$ cat config.mk
export PLATFORM = sky130hd
export DESIGN_NAME = netctl_csr_front
export DESIGN_NICKNAME = d
export VERILOG_FILES = /design/src/rtl/ncr_pkg.sv /design/src/rtl/ncr_runctl.sv /design/src/rtl/ncr_iadr.sv /design/src/rtl/ncr_ptr_xlate.sv /design/src/rtl/netctl_csr_front.sv
export SDC_FILE = /design/constraint.sdc
export NUM_CORES = 1
export LEC_CHECK = 0
export BUFFER_PORTS_ARGS = -buffer_cell sky130_fd_sc_hd__buf_4
export CAP_MARGIN = 40
export CORE_AREA = 2 2 90 92
export CTS_CLUSTER_SIZE = 12
export DETAILED_ROUTE_END_ITERATION = 10
export DIE_AREA = 0 0 92 94
export PLACE_DENSITY = 0.66
export RECOVER_POWER = 25
export SKIP_CTS_REPAIR_TIMING = 1
export SLEW_MARGIN = 20
export SYNTH_ARGS = -nofsm -noshare
export SYNTH_HDL_FRONTEND = slang
export SYNTH_HIERARCHICAL = 1
export SYNTH_SLANG_ARGS = --single-unit
$ cat constraint.sdc
create_clock -name clk -period 1.7 [get_ports clk]
set_clock_uncertainty 0.15 [all_clocks]
set_input_delay 0.17 -clock clk [delete_from_list [all_inputs] [get_ports clk]]
set_output_delay 0.17 -clock clk [all_outputs]
set_load 0.03 [all_outputs]
$ cat src/rtl/ncr_pkg.sv
package ncr_pkg;
    localparam int REG_W  = 32;
    localparam int HALF_W = 16;
    localparam int PTR_W  = 32;
    localparam int LOW_W  = 24;
    localparam int ALIGN_W = 2;

    localparam int B_INIT = 0;
    localparam int B_RUN  = 1;
    localparam int B_HALT = 2;

    typedef enum logic [1:0] {
        RA_CTRL = 2'd0,
        RA_ADLO = 2'd1,
        RA_ADHI = 2'd2,
        RA_NONE = 2'd3
    } reg_addr_e;

    typedef struct packed {
        logic halt;
        logic run;
        logic init;
        logic done;
    } runctl_t;

    typedef struct packed {
        logic [HALF_W-1:0] hi;
        logic [HALF_W-1:0] lo;
    } iadr_t;

    localparam runctl_t RUNCTL_RST = '{halt: 1'b1, run: 1'b0, init: 1'b0, done: 1'b0};
endpackage

$ cat src/rtl/ncr_runctl.sv
module ncr_runctl
    import ncr_pkg::*;
(
    input  logic clk,
    input  logic rst_n,
    input  logic soft_rst,
    input  logic wr,
    input  logic set_init,
    input  logic set_run,
    input  logic set_halt,
    input  logic init_done,
    output logic halt,
    output logic run,
    output logic init,
    output logic init_req,
    output logic start_en
);
    runctl_t q, d;

    always_comb begin
        d = q;
        if (q.init && !q.done && init_done) begin
            d.done = 1'b1;
        end
        if (wr) begin
            if (set_halt) begin
                d.halt = 1'b1;
                d.run  = 1'b0;
                d.init = 1'b0;
                d.done = 1'b0;
            end else begin
                if (set_init) begin
                    d.init = 1'b1;
                    d.halt = 1'b0;
                    d.done = 1'b0;
                end
                if (set_run) begin
                    d.run  = 1'b1;
                    d.halt = 1'b0;
                end
            end
        end
        if (soft_rst) begin
            d = RUNCTL_RST;
        end
    end

    always_ff @(posedge clk or negedge rst_n) begin
        if (!rst_n) q <= RUNCTL_RST;
        else        q <= d;
    end

    assign halt     = q.halt;
    assign run      = q.run;
    assign init     = q.init;
    assign init_req = q.init && !q.done;
    assign start_en = q.run && (!q.init || q.done);

    // soft reset returns to the halted state
    a_r1_soft_reset: assert property (@(posedge clk) disable iff (!rst_n)
        soft_rst |=> (halt && !run && !init && !init_req && !start_en));

    // halt write wins and clears run and initialize
    a_r2_halt_wins: assert property (@(posedge clk) disable iff (!rst_n)
        (wr && set_halt && !soft_rst) |=> (halt && !run && !init));

    // an all-zero control write changes nothing
    a_r3_zero_write: assert property (@(posedge clk) disable iff (!rst_n)
        (wr && !set_halt && !set_run && !set_init && !soft_rst)
        |=> ($stable(halt) && $stable(run) && $stable(init)));

    // setting run or initialize clears halt
    a_r4_set_clears_halt: assert property (@(posedge clk) disable iff (!rst_n)
        (wr && !set_halt && (set_run || set_init) && !soft_rst) |=> !halt);

    // accepted completion drops the request but keeps initialize
    a_r5_done_drops_req: assert property (@(posedge clk) disable iff (!rst_n)
        (init_req && init_done && !wr && !soft_rst) |=> (!init_req && init));

    // run alone with nothing pending enables at once
    a_r6_run_alone: assert property (@(posedge clk) disable iff (!rst_n)
        (wr && set_run && !set_init && !set_halt && !init && !soft_rst) |=> start_en);

    // never enabled while a request is outstanding
    a_r6_wait_init: assert property (@(posedge clk) disable iff (!rst_n)
        init_req |-> !start_en);
endmodule

$ cat src/rtl/ncr_iadr.sv
module ncr_iadr
    import ncr_pkg::*;
(
    input  logic              clk,
    input  logic              rst_n,
    input  logic              unlock,
    input  logic              wr_lo,
    input  logic              wr_hi,
    input  logic [HALF_W-1:0] wdata,
    output logic [HALF_W-1:0] lo,
    output logic [HALF_W-1:0] hi
);
    iadr_t q, d;

    always_comb begin
        d = q;
        if (unlock && wr_lo) d.lo = {wdata[HALF_W-1:ALIGN_W], {ALIGN_W{1'b0}}};
        if (unlock && wr_hi) d.hi = wdata;
    end

    // No reset by design: contents survive hard and soft reset
    always_ff @(posedge clk) begin
        q <= d;
    end

    assign lo = q.lo;
    assign hi = q.hi;

    // locked writes are ignored
    a_r7_lock_lo: assert property (@(posedge clk) disable iff (!rst_n)
        (wr_lo && !unlock) |=> $stable(lo));
    a_r7_lock_hi: assert property (@(posedge clk) disable iff (!rst_n)
        (wr_hi && !unlock) |=> $stable(hi));
    // without a write the contents hold
    a_r8_hold: assert property (@(posedge clk) disable iff (!rst_n)
        (!wr_lo && !wr_hi) |=> ($stable(lo) && $stable(hi)));
endmodule

$ cat src/rtl/ncr_ptr_xlate.sv
module ncr_ptr_xlate
    import ncr_pkg::*;
#(
    parameter int NPTR = 2
) (
    input  logic                  struct32,
    input  logic [7:0]            top_byte,
    input  logic [NPTR*PTR_W-1:0] ptr_in,
    output logic [NPTR*PTR_W-1:0] ptr_out
);
    for (genvar g = 0; g < NPTR; g++) begin : g_lane
        logic [PTR_W-1:0] lane_in, lane_d;
        assign lane_in = ptr_in[g*PTR_W +: PTR_W];
        always_comb begin
            lane_d = lane_in;
            if (!struct32) lane_d = {top_byte, lane_in[LOW_W-1:0]};
        end
        assign ptr_out[g*PTR_W +: PTR_W] = lane_d;
    end
endmodule

$ cat src/rtl/netctl_csr_front.sv
module netctl_csr_front
    import ncr_pkg::*;
#(
    parameter int NPTR = 2
) (
    input  logic                  clk,
    input  logic                  rst_n,
    input  logic                  soft_rst,
    input  logic                  reg_wr,
    input  logic [1:0]            reg_addr,
    input  logic [REG_W-1:0]      reg_wdata,
    output logic [REG_W-1:0]      reg_rdata,
    input  logic                  spnd,
    input  logic                  struct32,
    input  logic                  init_done,
    output logic                  init_req,
    output logic                  start_en,
    output logic [PTR_W-1:0]      init_addr,
    input  logic [NPTR*PTR_W-1:0] ptr_in,
    output logic [NPTR*PTR_W-1:0] ptr_out
);
    reg_addr_e ra;
    logic wr_ctrl, wr_lo, wr_hi;
    logic halt, run, init;
    logic [HALF_W-1:0] adr_lo, adr_hi;
    logic unused_rsvd;

    assign ra      = reg_addr_e'(reg_addr);
    assign wr_ctrl = reg_wr && (ra == RA_CTRL);
    assign wr_lo   = reg_wr && (ra == RA_ADLO);
    assign wr_hi   = reg_wr && (ra == RA_ADHI);
    assign unused_rsvd = ^reg_wdata[REG_W-1:HALF_W];

    ncr_runctl u_runctl (
        .clk      (clk),
        .rst_n    (rst_n),
        .soft_rst (soft_rst),
        .wr       (wr_ctrl),
        .set_init (reg_wdata[B_INIT]),
        .set_run  (reg_wdata[B_RUN]),
        .set_halt (reg_wdata[B_HALT]),
        .init_done(init_done),
        .halt     (halt),
        .run      (run),
        .init     (init),
        .init_req (init_req),
        .start_en (start_en)
    );

    ncr_iadr u_iadr (
        .clk   (clk),
        .rst_n (rst_n),
        .unlock(halt || spnd),
        .wr_lo (wr_lo),
        .wr_hi (wr_hi),
        .wdata (reg_wdata[HALF_W-1:0]),
        .lo    (adr_lo),
        .hi    (adr_hi)
    );

    ncr_ptr_xlate #(.NPTR(NPTR)) u_xlate (
        .struct32(struct32),
        .top_byte(adr_hi[HALF_W-1:HALF_W-8]),
        .ptr_in  (ptr_in),
        .ptr_out (ptr_out)
    );

    assign init_addr = {adr_hi, adr_lo};

    always_comb begin
        reg_rdata = '0;
        unique case (ra)
            RA_CTRL: begin
                reg_rdata[B_INIT] = init;
                reg_rdata[B_RUN]  = run;
                reg_rdata[B_HALT] = halt;
            end
            RA_ADLO: reg_rdata[HALF_W-1:0] = adr_lo;
            RA_ADHI: reg_rdata[HALF_W-1:0] = adr_hi;
            default: reg_rdata = '0;
        endcase
    end

    // 24-bit mode takes the top byte from the stored address
    a_r10_widen: assert property (@(posedge clk) disable iff (!rst_n)
        !struct32 |-> (ptr_out[PTR_W-1:LOW_W] == init_addr[PTR_W-1:LOW_W]));
    // alignment bits of the init address stay zero
    a_r9_aligned: assert property (@(posedge clk) disable iff (!rst_n)
        $past(wr_lo) |-> (init_addr[ALIGN_W-1:0] == '0));
endmodule

Word level (Yosys, flattened, before mapping):

Index checks and enable logic that the tools add are counted.

* muxes and demuxes: 11
* equal/unequal tests: 2
* reductions and logical operators: 20

Operator list (number)
* two-way mux 32 bit: 2
* case mux 13 bit (2 select lines): 1
* two-way mux 4 bit: 3
* case mux 3 bit (3 select lines): 1
* logical AND 1 bit: 8
* AND reduction 2 bit: 3
* nonzero test 3 bit: 2
* two-way mux 2 bit: 2
* nonzero test 4 bit: 1
* equality test 2 x 1 -> 1 bit (second input constant): 1
* equality test 2 bit (second input constant): 1
* zero test 1 bit: 2
* zero test 2 bit: 1
* logical OR 1 bit: 2
* two-way mux 1 bit: 2
* nonzero test 2 bit: 1

* logic and storage cells: 39
* bits in registers: 34
* output and inout port bits: 130
* input port bits: 105

Longest topological paths before layout:

* word-level depth: 8
* mapped depth: 6
* gate-level depth less buffers: 5

Cells and area by module:

The synthesis kept the hierarchy.

By module, submodules not included
* ncr_iadr: area each 932.1 µm², cells each 35, instances 1, seq. area each 900.9 µm²
* ncr_ptr_xlate: area each 609.3 µm², cells each 66, instances 1, seq. area each 0.0 µm²
* netctl_csr_front: area each 480.5 µm², cells each 64, instances 1, seq. area each 0.0 µm²
* ncr_runctl: area each 168.9 µm², cells each 16, instances 1, seq. area each 101.3 µm²

Worst setup path before layout:

Ideal clock, no wire load.

* path type: input port to flip-flop
* start point: input reg_addr[0]
* end point: register u_iadr.q, in the netlist u_iadr/hi[0] (enable)
* library setup time: 374 ps
* required time: 1176 ps
* arrival time: 1173 ps
* stages on the path: 6
* buffers on the path: 2
* slack: 4 ps
* cells stage by stage: inv_1 > ha_1 > buf_6 > buf_8 > and2_2 > and2_1

* cells in the longest elaborated chain, start to end: 3

RTL lines
* start, declared: line netctl_csr_front.sv:10 `input logic [1:0] reg_addr,`
* equality test 2 bit: line netctl_csr_front.sv:31 `assign wr_hi = reg_wr && (ra == RA_ADHI);`
* logical AND 1 bit: line netctl_csr_front.sv:31
* via wr_hi: line netctl_csr_front.sv:23 `logic wr_ctrl, wr_lo, wr_hi;`
* logical AND 1 bit: line ncr_iadr.sv:18 `if (unlock && wr_hi) d.hi = wdata;`
* end signal, assigned: line ncr_iadr.sv:23 `q <= d;`
* end, declared: line ncr_iadr.sv:13 `iadr_t q, d;`

The timed path passes the listed nets, and every way through them passes these cells.
A chain may end at the register's enable or synchronous reset.

Worst setup path after layout:

* start point: register u_iadr.q, in the netlist u_iadr/hi[0]
* end point: output reg_rdata[0]

* cells in the longest elaborated chain, start to end: 1

RTL lines
* case mux 3 bit (3 select lines): line netctl_csr_front.sv:72 `unique case (ra)`
* end, declared: line netctl_csr_front.sv:12 `output logic [REG_W-1:0] reg_rdata,`

No other way between the ends.

==> results.cfg <==
[run_status]
status = complete, no violations

[yosys]
synth_top_family_by_area = buffers and inverters
synth-xor-area-share_pct = 0
ys_ff_latch = 34
syn_area_mm2 = 0.00219
syn_inst = 181
synthSimpleGateAreaFrac_pct = 7.14
syn_area_per_cell_um2 = 12.1
synthAdderAreaFrac_pct = 2.28
yosysSeqAreaShare_pct = 45.7
synth.area.mux_share_pct = 9.94
synth_warnings = 6
ys_types = 25
synth_compound_area_share_pct = 7.77

[global_route]
grt_first_pass_wirelength_um = 8290
grt_start_max_net_pins = 17
antenna_found_initial = 0
grt_use_total_pct = 12.4
grt-ovfl-total = 0
first_global_vias = 1603

[finish]
drive_above_1_share_pct = 51.9
utilization_pct = 38.4
layout_common_cells = 109 x buf_4, 30 x edfxtp_1, 18 x conb_1, 18 x dlygate4sd3_1, 15 x nor2b_1
area_growth_pct = 33.5
nNetsFinal = 370
layout_commonest_cell = buf_4
insertedDiodeCount = 0

[timing]
hold_viol = 0
setup_viol_count_final = 0
period_minus_slack_ns = 1.62
max_freq_ghz = 0.617
fin_hold_ws_ns = 0.0707
rsz0062_at_grt = false
fin_crit_sh_pct = 95.3
finalSetupTns_ns = 0
slew_viol_final = 0

[clocking]
clkSinkCount = 34
cts_tree = done
root_buffer = clkbuf_8
cts_buffer_depth = 2
worstSkewPairLatency_ns = 0.28
cts_inserted_buffers = 5
cts.reportedPaths.clkPinSlew_ns = 0.07
htree_levels = 2

[floorplan]
start_util_pct = 28.8
rows = 32
die_h_um = 94
dieWidth_um = 92
core_mm2 = 0.00761
die_area_mm2 = 0.00865
num_io_pins = 235

[power]
power_uw = 2060
ir_drop_uv = 533
power_density_mw_per_mm2 = 706
p_leak_uw = 0.00130
switching_power_uw = 601
p_comb_share_pct = 27.8
p_int_uw = 1460
power_frac_seq_pct = 46.4
p_clk_share_pct = 25.8
sw_frac_of_total_pct = 29.1

[min_path]
min_path_type = in -> reg

[setup_path]
crit_arrival_ns = 1.30
ff2ff_setup_slack_ns = 0.24
cp-start-kind = flop
crit_path_end_kind = primary output
path_class = reg -> out
worstPathMaxFanout = 2
worstPathRequired_ns = 1.38

[place]
port_buffers = 104
dp_hpwl_um = 4710
gp_congestion = 0.789

[detailed_routing]
postRouteAntennaNets = 0
drt_iter0_drc = 40
via_per_inst = 4.30
dr.pass1.iters = 4
routed_wirelength_um = 5850
wl_per_cell_um = 16.1
drc = 0
dr_total_vias = 1564

[run]
cap_violations = 0
-- logic make-up (layout without fill, tap and decap cells) --
group / count (synthesis) / after routing
multiplexers: 16 / 16
AO/OA/AOI/OAI: 23 / 23
buffers and inverters: 75 / 140
flip-flops: 34 / 34
AND/OR/NAND/NOR: 27 / 27
adder cells (fa/ha/maj): 4 / 4
other: 2 / 18
-- state kept, by name, summed over array words and instances (netlist names) --
name / flops
u_iadr/hi: 16
u_runctl/halt: 1
u_iadr/lo: 14
u_runctl/init: 1
u_runctl/run: 1
u_runctl/q: 1
-- power by group through the flow --
stage          registers, µW  clock network [µW]  logic, µW
4_1_cts                  957                 551        546
3_5_place_dp             975                   0        544
6_report                 957                 533        573
3_3_place_gp             974                   0        538
2_1_floorplan           1010                   0        535
5_1_grt                  960                 583        609
-- metal layers --
layer  global-route usage (%)  routed length, µm  vias up
li1                         -                  -      703
met1                     13.2               2000      736
met2                     22.2               3170       96
met3                     5.14                572       29
met4                     4.48                114        0
met5                        0                  0        -
-- through the flow --
| step | setup WS (ns) | cell area [µm²] | std cells |
|---|---|---|---|
| 2_1_floorplan | 0.00352 | 2250 | 197 |
| 3_3_place_gp | 0.115 | 2670 | 338 |
| 3_5_place_dp | 0.0821 | 2670 | 338 |
| 4_1_cts | 0.0723 | 2750 | 346 |
| 5_1_grt | 0.0162 | 2920 | 364 |
| 6_report | 0.0795 | 2920 | 364 |
-- worst max-delay path, stage by stage (launching register included) --
cell and delay, ns:
edfxtp_1 0.41, a222oi_1 0.35, nor2_1 0.09, buf_4 0.18
-- synth_stat cells (all sizes together) --
cell | n | share of area (%)
ha | 4 | 2.3
a21oi | 3 | 0.69
clkbuf | 1 | 0.17
a22oi | 13 | 4.5
or2 | 1 | 0.29
dfstp | 1 | 1.2
inv | 2 | 0.34
nor3 | 1 | 0.23
buf | 72 | 26
o21a | 1 | 0.34
a222oi | 3 | 1.4
and2 | 5 | 1.5
nor2b | 15 | 4.3
a21o | 2 | 0.69
dfrtp | 3 | 3.4
nor2 | 5 | 0.86
mux2 | 16 | 9.9
edfxtp | 30 | 41
o21ai | 1 | 0.23
conb | 2 | 0.34
-- path summary, 6_finish.rpt --
kind,start,endpoint,cells past startpoint
worst max-delay path,u_iadr/hi[0],reg_rdata[0],3
worst min-delay path,init_done,u_runctl/q[0],3
worst max register to register,u_runctl/halt,u_iadr/lo[14],3
worst min register to register,u_runctl/halt,u_runctl/halt,1
max in group asynchronous,rst_n,u_runctl/halt,2
min in group asynchronous,rst_n,u_runctl/run,2
-- area by class of cell --
type	instances	area [µm²]
sequential	34	1000
multi-input combinational	88	664
timing repair buffer	130	1040
inverter	2	7.51
tap	102	128
clock buffer	5	68.8
fill	802	4680
clock inverter	3	11.3
No activity file was read; power rests on OpenSTA's default activity.
